===== src/rtl/gyro_frame_pkg.sv =====
package gyro_frame_pkg;

    localparam int FRAME_W = 32;

    typedef enum logic [1:0] {
        OP_SENSOR = 2'd0,
        OP_REG_RD = 2'd1,
        OP_REG_WR = 2'd2,
        OP_RAW    = 2'd3
    } gyro_op_e;

    typedef enum logic [2:0] {
        S_IDLE,
        S_CMD,
        S_GAP,
        S_RSP,
        S_QUIET,
        S_DONE
    } gyro_state_e;

    localparam logic [7:0] TAG_SENSOR = 8'h20;
    localparam logic [7:0] TAG_WRITE  = 8'h40;
    localparam logic [7:0] TAG_READ   = 8'h80;

    // Command word with odd parity in bit 0; raw words pass untouched.
    function automatic logic [FRAME_W-1:0] make_cmd(
        input gyro_op_e         op,
        input logic [7:0]       addr,
        input logic [15:0]      wdata,
        input logic [FRAME_W-1:0] raw
    );
        logic [FRAME_W-1:0] f;
        f = '0;
        case (op)
            OP_SENSOR: f = {TAG_SENSOR, 24'h0};
            OP_REG_RD: f = {TAG_READ, 24'h0} | ({24'h0, addr} << 17);
            OP_REG_WR: f = {TAG_WRITE, 24'h0} | ({24'h0, addr} << 17)
                           | ({16'h0, wdata} << 1);
            default:   f = raw;
        endcase
        if (op != OP_RAW)
            f[0] = ~(^f[FRAME_W-1:1]);
        return f;
    endfunction

    // Field position in the reply frame depends on the command type.
    function automatic logic [15:0] pick_field(
        input gyro_op_e           op,
        input logic [FRAME_W-1:0] rx
    );
        case (op)
            OP_SENSOR: return rx[25:10];
            OP_REG_RD: return rx[20:5];
            default:   return 16'h0;
        endcase
    endfunction

endpackage


===== src/rtl/gyro_spi_shifter.sv =====
module gyro_spi_shifter
    import gyro_frame_pkg::*;
#(
    parameter int CLK_DIV = 4
) (
    input  logic               clk,
    input  logic               rst,
    input  logic               start,
    input  logic [FRAME_W-1:0] tx,
    output logic               done,
    output logic [FRAME_W-1:0] rx,
    output logic               sclk,
    output logic               cs_n,
    output logic               mosi,
    input  logic               miso
);
    localparam int DIV_W = $clog2(CLK_DIV + 1);
    localparam int BIT_W = $clog2(FRAME_W);
    localparam logic [DIV_W-1:0] DIV_LAST = DIV_W'(CLK_DIV - 1);
    localparam logic [BIT_W-1:0] BIT_LAST = BIT_W'(FRAME_W - 1);

    logic               active;
    logic [DIV_W-1:0]   div_cnt;
    logic [BIT_W-1:0]   bit_cnt;
    logic [FRAME_W-1:0] tx_sr;
    logic [FRAME_W-1:0] rx_sr;

    always_ff @(posedge clk) begin
        if (rst) begin
            active  <= 1'b0;
            cs_n    <= 1'b1;
            sclk    <= 1'b0;
            div_cnt <= '0;
            bit_cnt <= '0;
            tx_sr   <= '0;
            rx_sr   <= '0;
            done    <= 1'b0;
        end else begin
            done <= 1'b0;
            if (!active) begin
                if (start) begin
                    active  <= 1'b1;
                    cs_n    <= 1'b0;
                    sclk    <= 1'b0;
                    tx_sr   <= tx;
                    div_cnt <= '0;
                    bit_cnt <= '0;
                end
            end else if (div_cnt == DIV_LAST) begin
                div_cnt <= '0;
                if (!sclk) begin
                    sclk  <= 1'b1;
                    rx_sr <= {rx_sr[FRAME_W-2:0], miso};
                end else begin
                    sclk <= 1'b0;
                    if (bit_cnt == BIT_LAST) begin
                        active <= 1'b0;
                        cs_n   <= 1'b1;
                        done   <= 1'b1;
                    end else begin
                        bit_cnt <= bit_cnt + 1'b1;
                        tx_sr   <= {tx_sr[FRAME_W-2:0], 1'b0};
                    end
                end
            end else begin
                div_cnt <= div_cnt + 1'b1;
            end
        end
    end

    assign mosi = tx_sr[FRAME_W-1];
    assign rx   = rx_sr;

    // clock edges only inside a chip-select period
    a_r1_sclk_framed: assert property (@(posedge clk) disable iff (rst)
        $rose(sclk) |-> !cs_n);
    // clock parked low whenever the sensor is deselected
    a_r1_sclk_idle_low: assert property (@(posedge clk) disable iff (rst)
        cs_n |-> !sclk);
    // a finished frame always leaves chip-select high for a cycle
    a_r5_cs_released: assert property (@(posedge clk) disable iff (rst)
        done |=> cs_n);

endmodule


===== src/rtl/gyro_gap_timer.sv =====
module gyro_gap_timer #(
    parameter int W = 16
) (
    input  logic         clk,
    input  logic         rst,
    input  logic         load,
    input  logic [W-1:0] load_val,
    output logic         expired
);
    logic [W-1:0] cnt;

    always_ff @(posedge clk) begin
        if (rst)
            cnt <= '0;
        else if (load)
            cnt <= load_val;
        else if (cnt != '0)
            cnt <= cnt - 1'b1;
    end

    assign expired = (cnt == '0);

endmodule


===== src/rtl/gyro_frame_engine.sv =====
module gyro_frame_engine
    import gyro_frame_pkg::*;
#(
    parameter int CLK_DIV  = 4,
    parameter int CS_GAP   = 8,
    parameter int WR_QUIET = 20000
) (
    input  logic        clk,
    input  logic        rst,
    input  logic        req_start,
    input  logic [1:0]  req_op,
    input  logic [7:0]  req_addr,
    input  logic [15:0] req_wdata,
    input  logic [31:0] req_raw,
    output logic        busy,
    output logic        rsp_valid,
    input  logic        rsp_ready,
    output logic [15:0] rsp_data,
    output logic [31:0] rsp_raw,
    output logic        sclk,
    output logic        cs_n,
    output logic        mosi,
    input  logic        miso
);
    localparam int TMR_MAX = (WR_QUIET > CS_GAP) ? WR_QUIET : CS_GAP;
    localparam int TMR_W   = $clog2(TMR_MAX + 1);

    gyro_state_e        state;
    gyro_op_e           op_q;
    logic               sh_start;
    logic [FRAME_W-1:0] sh_tx;
    logic               sh_done;
    logic [FRAME_W-1:0] sh_rx;
    logic               tmr_load;
    logic [TMR_W-1:0]   tmr_val;
    logic               tmr_expired;

    gyro_spi_shifter #(.CLK_DIV(CLK_DIV)) shifter_i (
        .clk   (clk),
        .rst   (rst),
        .start (sh_start),
        .tx    (sh_tx),
        .done  (sh_done),
        .rx    (sh_rx),
        .sclk  (sclk),
        .cs_n  (cs_n),
        .mosi  (mosi),
        .miso  (miso)
    );

    // Timer starts as the command frame ends: either the inter-frame gap or the write quiet time.
    assign tmr_load = (state == S_CMD) && sh_done && (op_q != OP_RAW);
    assign tmr_val  = (op_q == OP_REG_WR) ? TMR_W'(WR_QUIET) : TMR_W'(CS_GAP);

    gyro_gap_timer #(.W(TMR_W)) timer_i (
        .clk      (clk),
        .rst      (rst),
        .load     (tmr_load),
        .load_val (tmr_val),
        .expired  (tmr_expired)
    );

    always_ff @(posedge clk) begin
        if (rst) begin
            state    <= S_IDLE;
            op_q     <= OP_SENSOR;
            sh_start <= 1'b0;
            sh_tx    <= '0;
            rsp_data <= '0;
            rsp_raw  <= '0;
        end else begin
            sh_start <= 1'b0;
            case (state)
                S_IDLE: if (req_start) begin
                    op_q     <= gyro_op_e'(req_op);
                    sh_tx    <= make_cmd(gyro_op_e'(req_op), req_addr, req_wdata, req_raw);
                    sh_start <= 1'b1;
                    state    <= S_CMD;
                end
                S_CMD: if (sh_done) begin
                    rsp_raw <= sh_rx;
                    case (op_q)
                        OP_RAW:    begin rsp_data <= '0; state <= S_DONE;  end
                        OP_REG_WR: begin rsp_data <= '0; state <= S_QUIET; end
                        default:   state <= S_GAP;
                    endcase
                end
                S_GAP: if (tmr_expired) begin
                    sh_tx    <= '0;
                    sh_start <= 1'b1;
                    state    <= S_RSP;
                end
                S_RSP: if (sh_done) begin
                    rsp_raw  <= sh_rx;
                    rsp_data <= pick_field(op_q, sh_rx);
                    state    <= S_DONE;
                end
                S_QUIET: if (tmr_expired) state <= S_DONE;
                S_DONE:  if (rsp_ready) state <= S_IDLE;
                default: state <= S_IDLE;
            endcase
        end
    end

    assign busy      = (state != S_IDLE);
    assign rsp_valid = (state == S_DONE);

    // Independent window counter for the post-write quiet check.
    logic [TMR_W-1:0] since_wr;
    logic             wr_armed;
    always_ff @(posedge clk) begin
        if (rst) begin
            since_wr <= '0;
            wr_armed <= 1'b0;
        end else if (sh_done && state == S_CMD && op_q == OP_REG_WR) begin
            since_wr <= '0;
            wr_armed <= 1'b1;
        end else if (since_wr < TMR_W'(WR_QUIET)) begin
            since_wr <= since_wr + 1'b1;
        end
    end

    // no chip-select fall inside the quiet window after a write
    a_r7_write_quiet: assert property (@(posedge clk) disable iff (rst)
        ($fell(cs_n) && wr_armed) |-> (since_wr >= TMR_W'(WR_QUIET)));
    // every built command carries odd parity
    a_r4_odd_parity: assert property (@(posedge clk) disable iff (rst)
        (sh_start && state == S_CMD && op_q != OP_RAW) |-> ($countones(sh_tx) % 2 == 1));
    // a strobe while busy leaves the current operation untouched
    a_r9_ignore_busy: assert property (@(posedge clk) disable iff (rst)
        (busy && req_start) |=> $stable(op_q));
    // result held until acknowledged
    a_r10_hold: assert property (@(posedge clk) disable iff (rst)
        (rsp_valid && !rsp_ready) |=> (rsp_valid && $stable(rsp_data) && $stable(rsp_raw)));
    // a result is never offered while idle
    a_r9_valid_busy: assert property (@(posedge clk) disable iff (rst)
        rsp_valid |-> busy);

endmodule


===== config.mk =====
export PLATFORM = sky130hd
export DESIGN_NAME = gyro_frame_engine
export DESIGN_NICKNAME = d
export VERILOG_FILES = /design/src/rtl/gyro_frame_pkg.sv /design/src/rtl/gyro_spi_shifter.sv /design/src/rtl/gyro_gap_timer.sv /design/src/rtl/gyro_frame_engine.sv
export SDC_FILE = /design/constraint.sdc
export NUM_CORES = 1
export LEC_CHECK = 0
export BUFFER_PORTS_ARGS = -buffer_cell sky130_fd_sc_hd__buf_2
export CORE_UTILIZATION = 50
export DETAILED_ROUTE_END_ITERATION = 12
export PLACE_DENSITY = 0.71
export SETUP_SLACK_MARGIN = 0.02
export SLEW_MARGIN = 5
export SYNTH_ARGS = -nofsm -noshare
export SYNTH_HDL_FRONTEND = slang
export SYNTH_SLANG_ARGS = --single-unit

===== constraint.sdc =====
create_clock -name clk -period 4.8 [get_ports clk]
set_clock_uncertainty 0.1 [all_clocks]
set_input_delay 0.96 -clock clk [delete_from_list [all_inputs] [get_ports clk]]
set_output_delay 0.96 -clock clk [all_outputs]
set_load 0.05 [all_outputs]

==> results.txt, run 1 <==
Before CTS, the worst setup slack after placement is 1580 ps. The tools report the master cell of the clock root buffer as sky130_fd_sc_hd__clkbuf_16. The width of the die is 127 um. The total power divided by cell area is 392 nW/um2, and the global-route track usage on met1 is 0.275. Clock-pin slew was measured on the worst setup and hold paths at 70 ps. Entering global routing, the biggest net connects 104 pins. The tools report the maximum clock path buffer count as 2. The area growth from synthesis to layout is 14.9%. The run gives 15200 um2 as the placeable core region. In this run the tool buffered the top-level ports with 115 buffer cells. The routed layout has 6409 vias. Once the clock tree was built, the resizer swapped 0 gates to a different size. The run gives 0 as the diode insertion count for antenna repair. The cell count after synthesis came out at 910. The worst setup path is launched from a flip-flop. By instance count, the leading cell after synthesis is sky130_fd_sc_hd__dfxtp_1.

The final wirelength is 16500 um. For this run, the number of Yosys warnings is 0. The logs give 0.466 for the part of the power in registers and 8400 um2 for the placed instance area. At the pin with the least slew margin, the transition time is 1190 ps. Category of cells accounting for the largest share of critical-path delay: simple AND/OR/NAND/NOR gates. Endpoint arrival time on the critical path: 3380 ps.

Setup repair after global routing left no endpoint under its margin. For the via count of the first global-routing pass, the log shows 5887. Net total in the final layout: 1053. The relative slew slack is 0.204. In this run, synthesis produced a sequential element count of 177. Before antenna repair, the detailed router went through 5 iterations. Traced cell by cell, the critical path runs through or3_1 > nor3b_2 > nand2_1 > or4_1 > mux2_4 > or3_1 > buf_4 > a22oi_1 > a21oi_1. The worst hold path belongs to the class flip-flop to flip-flop. Category of the worst setup path capture point: a flip-flop. For the starting density of the core, the log shows 0.513. The combinational share of power is 0.166. Cell type of the slowest stage on the worst timing path: sky130_fd_sc_hd__or4_1.

Buffers added to address setup during post-CTS repair amount to 0. The die covers 16100 um2. The logs give 0.355 for the met2 demand-to-capacity share in global routing and 177 for the total number of clock tree sinks.

The run finished with clean final reports. Dividing the detail-routed wire length by the instance count gives 13.9 um. Global routing's busiest layer: met2. The detail route stage leaves a number of antenna-violating nets equal to 0. In this run the power spent charging and discharging nets is 980 uW. The number of endpoints with negative hold slack in the final report is 0, and the mean cell area of the mapped netlist is 8.56 um2.

For the internal power summed over all cells, the log shows 2.53 mW. The most area-hungry cell type in the Yosys netlist is sky130_fd_sc_hd__dfxtp_1. For this run, the top clock speed supported by timing is 0.310 GHz.

Number of remaining DRC errors: 0. Synthesis produced a netlist with a net count of 977. The most used flip-flop cell after synthesis is sky130_fd_sc_hd__dfxtp_1. In the routed layout, each cell is associated on average with a via count of 5.40. Counting instances in the post-synthesis netlist gives the leading cell types as sky130_fd_sc_hd__dfxtp_1, sky130_fd_sc_hd__nand2_1, sky130_fd_sc_hd__nor2_1, sky130_fd_sc_hd__a21oi_1, sky130_fd_sc_hd__clkbuf_1. 116 I/O pins were placed. The logs give 27900 um for the first-pass GRT wire length and 430 ps for the clock latency at the later pin of the worst-skew pair. The initial antenna violation count came out at 1. In this design, the critical path's most frequently occurring cell is sky130_fd_sc_hd__or3_1. The tools report the global-route usage over all layers as 0.215. For the count of max-cap constraint violations, the log shows 0. The part of the total power dissipated in the clock network came out at 0.369.

Summed over all failing endpoints, the final setup total negative slack is 0 ps. The aggregate global routing overflow is 0, and the critical path data required time is 4960 ps. After the first detailed-routing iteration, the DRC count stood at 320. The number of buffers created by CTS was 17; the leakage power was 3.44 nW. The worst stage delay on the critical path came out at 590 ps.

TritonCTS built the clock tree. After legalization and detailed placement, the total HPWL measured 11000 um. Summing every instance area after synthesis gives 7790 um2. The buffering stage count on the worst path with inverters included is 1. Once routing completed, OpenROAD measured the worst setup slack at 1580 ps. The async set-or-reset flop fraction in the synthesized netlist is 0.

Ranked by total cell area, the synthesized netlist is headed by sky130_fd_sc_hd__dfxtp_1, sky130_fd_sc_hd__nand2_1, sky130_fd_sc_hd__a21oi_1, sky130_fd_sc_hd__nor2_1, sky130_fd_sc_hd__mux2i_1. In this run the number of H-tree levels came out at 4. The share of total power consumed by net switching was 0.280. The final cycle utilization of the critical path is 0.671.

VDD sags by at most 0.000285 V. The floorplan has 45 rows. Synthesis instantiated 46 different standard cells from the library. The die is 127 um tall.

The tools report the final number of max-transition violations as 0. Yosys mapped a number of flops with a built-in enable equal to 0. Largest fanout of any net on the critical path: 33. The count of final setup violators was 0.

The share of final-layout standard cells stronger than drive strength 1 is 0.203, and the global placement routability congestion is 0.772. The post-layout instance area is 8950 um2, and the total of fill cells in the finished design is 1389. The routed design could run at a clock period as short as 3220 ps. The top-area cell type share of the netlist area is 0.455. The sequential fraction of the synthesis area was 0.455.

For the met3 global-route usage, the log shows 0.0540. The critical path class was flip-flop to flip-flop. Buffers inserted to repair hold after CTS numbered 0.
-- flip-flops by register name, summed over array words and instances, names as in the netlist, 2 cells and up --
signal and cells:
rsp_raw 32, sh_tx 32, op_q 2, timer_i.cnt 15, shifter_i.rx 32, state 3, shifter_i.div_cnt 3, shifter_i.bit_cnt 5
rsp_data 16, shifter_i.tx_sr 32
-- layer usage --
layer | share of wire | up-vias
met5 | 0.00079 | -
met2 | 0.48 | 128
li1 | - | 3258
met3 | 0.043 | 19
met1 | 0.46 | 3002
met4 | 0.011 | 2
-- power groups by stage --
stage / Clock (mW) / Sequential (mW) / Combinational, mW
2_1_floorplan: 0 / 1.64 / 0.483
3_3_place_gp: 0 / 1.66 / 0.573
3_5_place_dp: 0 / 1.66 / 0.583
4_1_cts: 1.32 / 1.63 / 0.586
5_1_grt: 1.38 / 1.64 / 0.652
6_report: 1.29 / 1.63 / 0.582
-- final timing paths --
kind                               startpoint                 endpoint  slack, ps  cells past startpoint
setup / recovery  timer_i.cnt[2]$_SDFFE_PP0P_    sh_tx[0]$_SDFFE_PP0P_       1580                      9
hold / removal        rsp_raw[3]$_SDFFE_PP0P_  rsp_raw[3]$_SDFFE_PP0P_        350                      2
setup reg to reg  timer_i.cnt[2]$_SDFFE_PP0P_    sh_tx[0]$_SDFFE_PP0P_       1580                      9
hold reg to reg       rsp_raw[3]$_SDFFE_PP0P_  rsp_raw[3]$_SDFFE_PP0P_        350                      2
-- worst min-delay path: stages, from the launching register on --
cell	delay, ps
sky130_fd_sc_hd__dfxtp_1	300
sky130_fd_sc_hd__nand2_1	50
sky130_fd_sc_hd__a21oi_1	50
-- final cells by class --
type	instances	area [um2]	share of cell area
Clock buffer	19	453	0.0506
Timing Repair Buffer	125	653	0.0729
Sequential cell	177	3540	0.396
Multi-Input combinational cell	659	3950	0.441
Tap cell	188	235	0.0263
Clock inverter	13	100	0.0112
Inverter	6	22.5	0.00252
-- cell families (layout without fill, tap and decap cells) --
| kind of cell | Yosys count | after routing | share of synthesized area |
|---|---|---|---|
| compound gates | 195 | 195 | 0.154 |
| xor+xnor | 54 | 54 | 0.0642 |
| fa+ha+maj | 4 | 4 | 0.00642 |
| buf+inv | 74 | 163 | 0.0401 |
| flops | 177 | 177 | 0.455 |
| mux | 76 | 76 | 0.103 |
| simple gates | 330 | 330 | 0.177 |
-- per-stage QoR --
| step | hold WS (ps) | total power [mW] | utilization | std cells |
|---|---|---|---|---|
| after floorplan | 315 | 2.12 | - | 910 |
| after global placement | 324 | 2.23 | 0.553 | 1155 |
| after detailed placement | 340 | 2.25 | 0.553 | 1155 |
| after CTS | 353 | 3.54 | 0.589 | 1187 |
| after global routing | 366 | 3.68 | 0.589 | 1187 |
| final | 350 | 3.51 | 0.589 | 1187 |
-- layout by cell type (no fill, tap or decap), types with 4 or more instances in the layout --
cell type,netlist,layout
sky130_fd_sc_hd__inv_1,6,6
sky130_fd_sc_hd__o21ai_0,9,9
sky130_fd_sc_hd__buf_4,1,11
sky130_fd_sc_hd__inv_6,0,6
sky130_fd_sc_hd__dfxtp_1,177,176
sky130_fd_sc_hd__buf_2,1,114
sky130_fd_sc_hd__nor2b_1,6,6
sky130_fd_sc_hd__mux2i_1,43,43
sky130_fd_sc_hd__mux2_2,32,32
sky130_fd_sc_hd__nand2b_1,4,4
sky130_fd_sc_hd__a21oi_1,103,103
sky130_fd_sc_hd__clkinvlp_4,0,5
sky130_fd_sc_hd__xnor2_1,38,38
sky130_fd_sc_hd__nor2_1,118,117
sky130_fd_sc_hd__nand2_1,157,156
sky130_fd_sc_hd__xor2_1,14,14
sky130_fd_sc_hd__a211oi_1,32,32
sky130_fd_sc_hd__a22oi_1,36,36
sky130_fd_sc_hd__nor3_1,14,14
sky130_fd_sc_hd__or3_1,6,6
sky130_fd_sc_hd__nand3_1,5,5
sky130_fd_sc_hd__ha_1,4,4
sky130_fd_sc_hd__clkbuf_16,0,17
Note: power is estimated with default switching activity, not from simulation.
==> run 2, diff against run 1 <==
Settings changed: ABC_AREA set to 1, PLACE_DENSITY 0.71 to 0.74.
Clock period 4.8 ns to 2.84 ns, I/O delays scaled along.
==> run 2 against run 1 <==
Non-clock buffer count rose by 2. Design area grew 4.1%. Core utilization is essentially flat. Hold slack worse by 61 ps. Global-route usage is 0.25 points higher. Cell count grew 25%. First-iteration DRC count rose by 110%. Flip-flop and latch count did not move. Area after synthesis up 3.6%. Highest routed layer is now met4. Synthesized cell count up 30%. Largest power group unchanged. Register-to-register slack got worse by 1100 ps. Combinational power rose to 3.1 times the previous value.
==> results.txt, run 2 <==
Cell area after technology mapping: 8070 um2 (+3.6%). The tools report the iteration-0 DRC count of the detailed router as 660 (+110%). The share of total power consumed by net switching works out to 0.334 (+0.0546).

The endpoint arrival time on the critical path is 2600 ps (-780 ps). The top-area cell type share of the netlist area was 0.439 (-0.0157). The number of unique standard cell types used by synthesis came out at 37 (-20%). The setup TNS after final layout is 0 ps (unchanged), and the power consumption is 7.20 mW (+110%).

The worst register-to-register path ends at shifter_i.tx_sr[7]$_SDFFE_PP0P_. The category of the worst setup path capture point is a flip-flop. The largest individual stage delay along the critical path comes from the cell sky130_fd_sc_hd__buf_4. The most used flip-flop cell after synthesis was sky130_fd_sc_hd__dfxtp_1. The final number of max-transition violations came out at 0 (unchanged).

The number of cell rows was 46 (+2.2%). I/O pin count: 116 (unchanged). Total of buffers placed on input and output ports: 115 (unchanged).

The final wirelength is 17700 um (+7.0%). By area the synthesized netlist is led by sky130_fd_sc_hd__dfxtp_1, sky130_fd_sc_hd__nand2_1, sky130_fd_sc_hd__o21ai_0, sky130_fd_sc_hd__a21oi_1, sky130_fd_sc_hd__nor2_1. The share of final-layout standard cells stronger than drive strength 1 was 0.152 (-0.0515); the mean number of vias per cell was 5.07 (-6.2%).

The worst stage delay on the critical path is 450 ps (-140 ps). The setup path with the least slack is of type flip-flop to flip-flop. The slack of the worst reg-to-reg path was 490 ps (-1090 ps); the die area was 16700 um2 (+3.5%).

For the number of buffers created by CTS, the log shows 17 (unchanged). Setup repair after global routing left no endpoint under its margin. sky130_fd_sc_hd__nand2_1 is the most common cell in the netlist.

The sequential fraction of the synthesis area is 0.439 (-0.0157), and the pin count of the biggest net entering global routing is 81 (-22%). The run finished with clean final reports. The tools report the startpoint of the lowest-slack hold path as miso. The starting density of the core is 0.510 (-0.00263).

The post-synthesis instance total came out at 1181 (+30%). Most area-hungry cell type in the Yosys netlist: sky130_fd_sc_hd__dfxtp_1. The initial antenna violation count came out at 0 (-1). TritonCTS built the clock tree. The run gives 0.416 (-0.050) as the part of the power in registers. The final cycle utilization of the critical path was 0.826 (+0.155); the number of synthesized flops with an enable pin was 0 (unchanged). The leakage power came out at 4.18 nW (+21%). The run gives 0 (unchanged) as the count of final setup violators. For the hold buffer count at CTS, the log shows 0 (unchanged). The count of yosys warnings during synthesis was 0 (unchanged); the number of remaining DRC errors was 0 (unchanged). The count of max-cap constraint violations came out at 0 (unchanged). The remaining number of nets flagged by the antenna check after routing was 0 (unchanged); the maximum clock path buffer count was 2 (unchanged).

The critical path goes through ha_1 > inv_1 > nor3_1 > ha_1 > or2_2 > nand2_1 > nand2_1 > nor2_4 > buf_4 > o21ai_0 > a31oi_1. The tools report the master cell of the clock root buffer as sky130_fd_sc_hd__clkbuf_16. The tools report the largest vdd supply drop as 0.000383 V (+34%). The synthesized netlist net count is 1248 (+28%), and the async set-or-reset flop fraction in the synthesized netlist is 0 (unchanged).

The part of the total power dissipated in the clock network came out at 0.335 (-0.034). The library cell used most frequently in the layout, excluding fill and tap cells, is sky130_fd_sc_hd__nand2_1. The number of endpoints with negative hold slack in the final report came out at 0 (unchanged). Type of origin of the critical path: a flip-flop. In this run the worst hold path is classified as primary input to flip-flop.

The routed via count is 7537 (+18%). Leaving out fill and tap cells, the most frequent cells in the layout are sky130_fd_sc_hd__nand2_1, sky130_fd_sc_hd__dfxtp_1, sky130_fd_sc_hd__o21ai_0, sky130_fd_sc_hd__nor2_1. The logs give 15800 um2 (+4.1%) for the placeable core region and 0 (unchanged) for the aggregate global routing overflow. Mean cell area of the mapped netlist: 6.83 um2 (-20%). Compared with the post-synthesis result, the final layout area differs by 15.4%. The net switching power is 2.40 mW (+150%). The highest achievable clock rate is 0.426 GHz (+37%).

The total number of clock tree sinks was 177 (unchanged). The global placement routability congestion is 0.863 (+12%), and the final routed wire length divided by cell count is 11.9 um (-15%). The net total in the final layout is 1326 (+26%). The run gives 0 (unchanged) as the quantity of gates resized following cts. The width of the die is 129 um (+1.7%).

The total power divided by cell area is 772 nW/um2 (+97%), and the minimum clock period after layout is 2350 ps (-874 ps). The flip-flop and latch count after synthesis came out at 177 (unchanged). The via count of the first global-routing pass came out at 6414 (+9.0%).

The relative slew slack is 0.357 (+0.153). Cell depth of the worst flop-to-flop path: 11 (+2). The logs give 0.250 (+0.084) for the combinational share of power and 4.79 mW (+90%) for the internal power summed over all cells. The transition time at the pin with the least slew margin was 964 ps (-230 ps).

The number of H-tree branching levels was 4 (unchanged); the diode insertion count for antenna repair was 0 (unchanged). Number of iterations in the first detailed-routing pass: 5 (unchanged). For the post-CTS setup-driven buffer insertion count, the log shows 0 (unchanged). Ranked by instance count, the synthesized netlist is headed by sky130_fd_sc_hd__nand2_1, sky130_fd_sc_hd__dfxtp_1, sky130_fd_sc_hd__o21ai_0, sky130_fd_sc_hd__nor2_1, sky130_fd_sc_hd__a21oi_1. The number of cells traversed by the worst hold path works out to 3 (+1). The startpoint identified for the worst register-to-register timing path is shifter_i.bit_cnt[0]$_SDFFE_PP0P_. The first-pass GRT wire length is 29500 um (+6.0%).

Largest fanout of any net on the critical path: 62 (+88%). The endpoint of the worst hold-timing path was shifter_i.rx[0]$_SDFFE_PP0P_. The logs give 3100 ps (-1860 ps) for the critical path data required time and 0.217 (+0.00252) for the global-route usage over all layers.

Clock transition at the register clock pins on the worst setup and hold paths after CTS: 60 ps (about the same). The height of the die was 129 um (+1.7%). The clock latency at the later pin of the worst-skew pair came out at 430 ps (about the same).

The half-perimeter wire length of the detailed placement result is 12200 um (+10%).
[run 2: changes by cell type after synthesis, moves of 12 or more]
| cell | change |
|---|---|
| sky130_fd_sc_hd__a211oi_1 | -29 |
| sky130_fd_sc_hd__a21oi_1 | +12 |
| sky130_fd_sc_hd__a22oi_1 | -36 |
| sky130_fd_sc_hd__a31oi_1 | +32 |
| sky130_fd_sc_hd__inv_1 | +80 |
| sky130_fd_sc_hd__mux2_2 | -32 |
| sky130_fd_sc_hd__mux2i_1 | -43 |
| sky130_fd_sc_hd__nand2_1 | +174 |
| sky130_fd_sc_hd__nand3_1 | +51 |
| sky130_fd_sc_hd__o21ai_0 | +109 |
| sky130_fd_sc_hd__xnor2_1 | -34 |
[run 2: how the worst max path moves through the flow]
stage	start	endpoint	slack [ps]	cells after the start
finish	shifter_i.bit_cnt[0]$_SDFFE_PP0P_	shifter_i.tx_sr[7]$_SDFFE_PP0P_	490	11
global route	timer_i.cnt[0]$_SDFFE_PP0P_	sh_tx[0]$_SDFFE_PP0P_	230	11
CTS	shifter_i.bit_cnt[0]$_SDFFE_PP0P_	shifter_i.tx_sr[21]$_SDFFE_PP0P_	490	11
detailed placement	req_op[1]	sh_tx[0]$_SDFFE_PP0P_	220	14
global placement	req_op[1]	sh_tx[0]$_SDFFE_PP0P_	290	17
floorplan	state[2]$_SDFFE_PP0P_	state[0]$_SDFFE_PP0P_	480	9
[run 2: layout make-up]
| cell class | instances | area, um2 |
|---|---|---|
| flip-flops and latches | 177 | 3540 |
| inverters | 96 | 363 |
| fillers | 1499 | 6510 |
| multi-input cells | 840 | 3850 |
| clock inverters | 13 | 174 |
| clock buffers | 19 | 433 |
| well taps | 216 | 270 |
| repair buffers | 127 | 678 |
[run 2: cells by family after synthesis]
kind of cell / count (synthesis) / share of synthesized area
fa+ha+maj: 4 / 0.00620
simple gates: 542 / 0.276
buf+inv: 164 / 0.0836
flops: 177 / 0.439
xor+xnor: 7 / 0.00760
compound gates: 287 / 0.188
[run 2: metrics by stage]
stage | area, um2 | worst slack [ps] | instances | hold slack, ps | util
4_1_cts | 9320 | 490 | 1488 | 282 | 0.589
5_1_grt | 9320 | 226 | 1488 | 311 | 0.589
3_3_place_gp | 8710 | 295 | 1456 | 337 | 0.550
3_5_place_dp | 8710 | 223 | 1456 | 338 | 0.550
6_report | 9320 | 493 | 1488 | 289 | 0.589
2_1_floorplan | 8070 | 484 | 1181 | 322 | -
[run 2: worst max-delay path: cells and delay by family (launching register included)]
kind                     cells  cell delay (ps)
AO/OA/AOI/OAI                2              330
adder cells (fa/ha/maj)      2              370
buffers and inverters        2              520
flip-flops                   1              320
AND/OR/NAND/NOR              5              610
[run 2: routing by layer]
layer  vias up  GRT usage  part of all wire
met5         -          0                 0
met4         0     0.0837             0.017
met3        26     0.0306             0.041
met2       207      0.349              0.45
met1      3296      0.297              0.49
li1       4008          -                 -
[run 2: power by group through the flow]
stage          Combinational [mW]  Sequential, mW  Clock (mW)
5_1_grt                      2.05            3.03        2.54
3_3_place_gp                 1.75            3.03           0
2_1_floorplan                1.42            3.02           0
3_5_place_dp                 1.78            3.03           0
4_1_cts                      1.80            2.99        2.44
6_report                     1.80            2.99        2.41
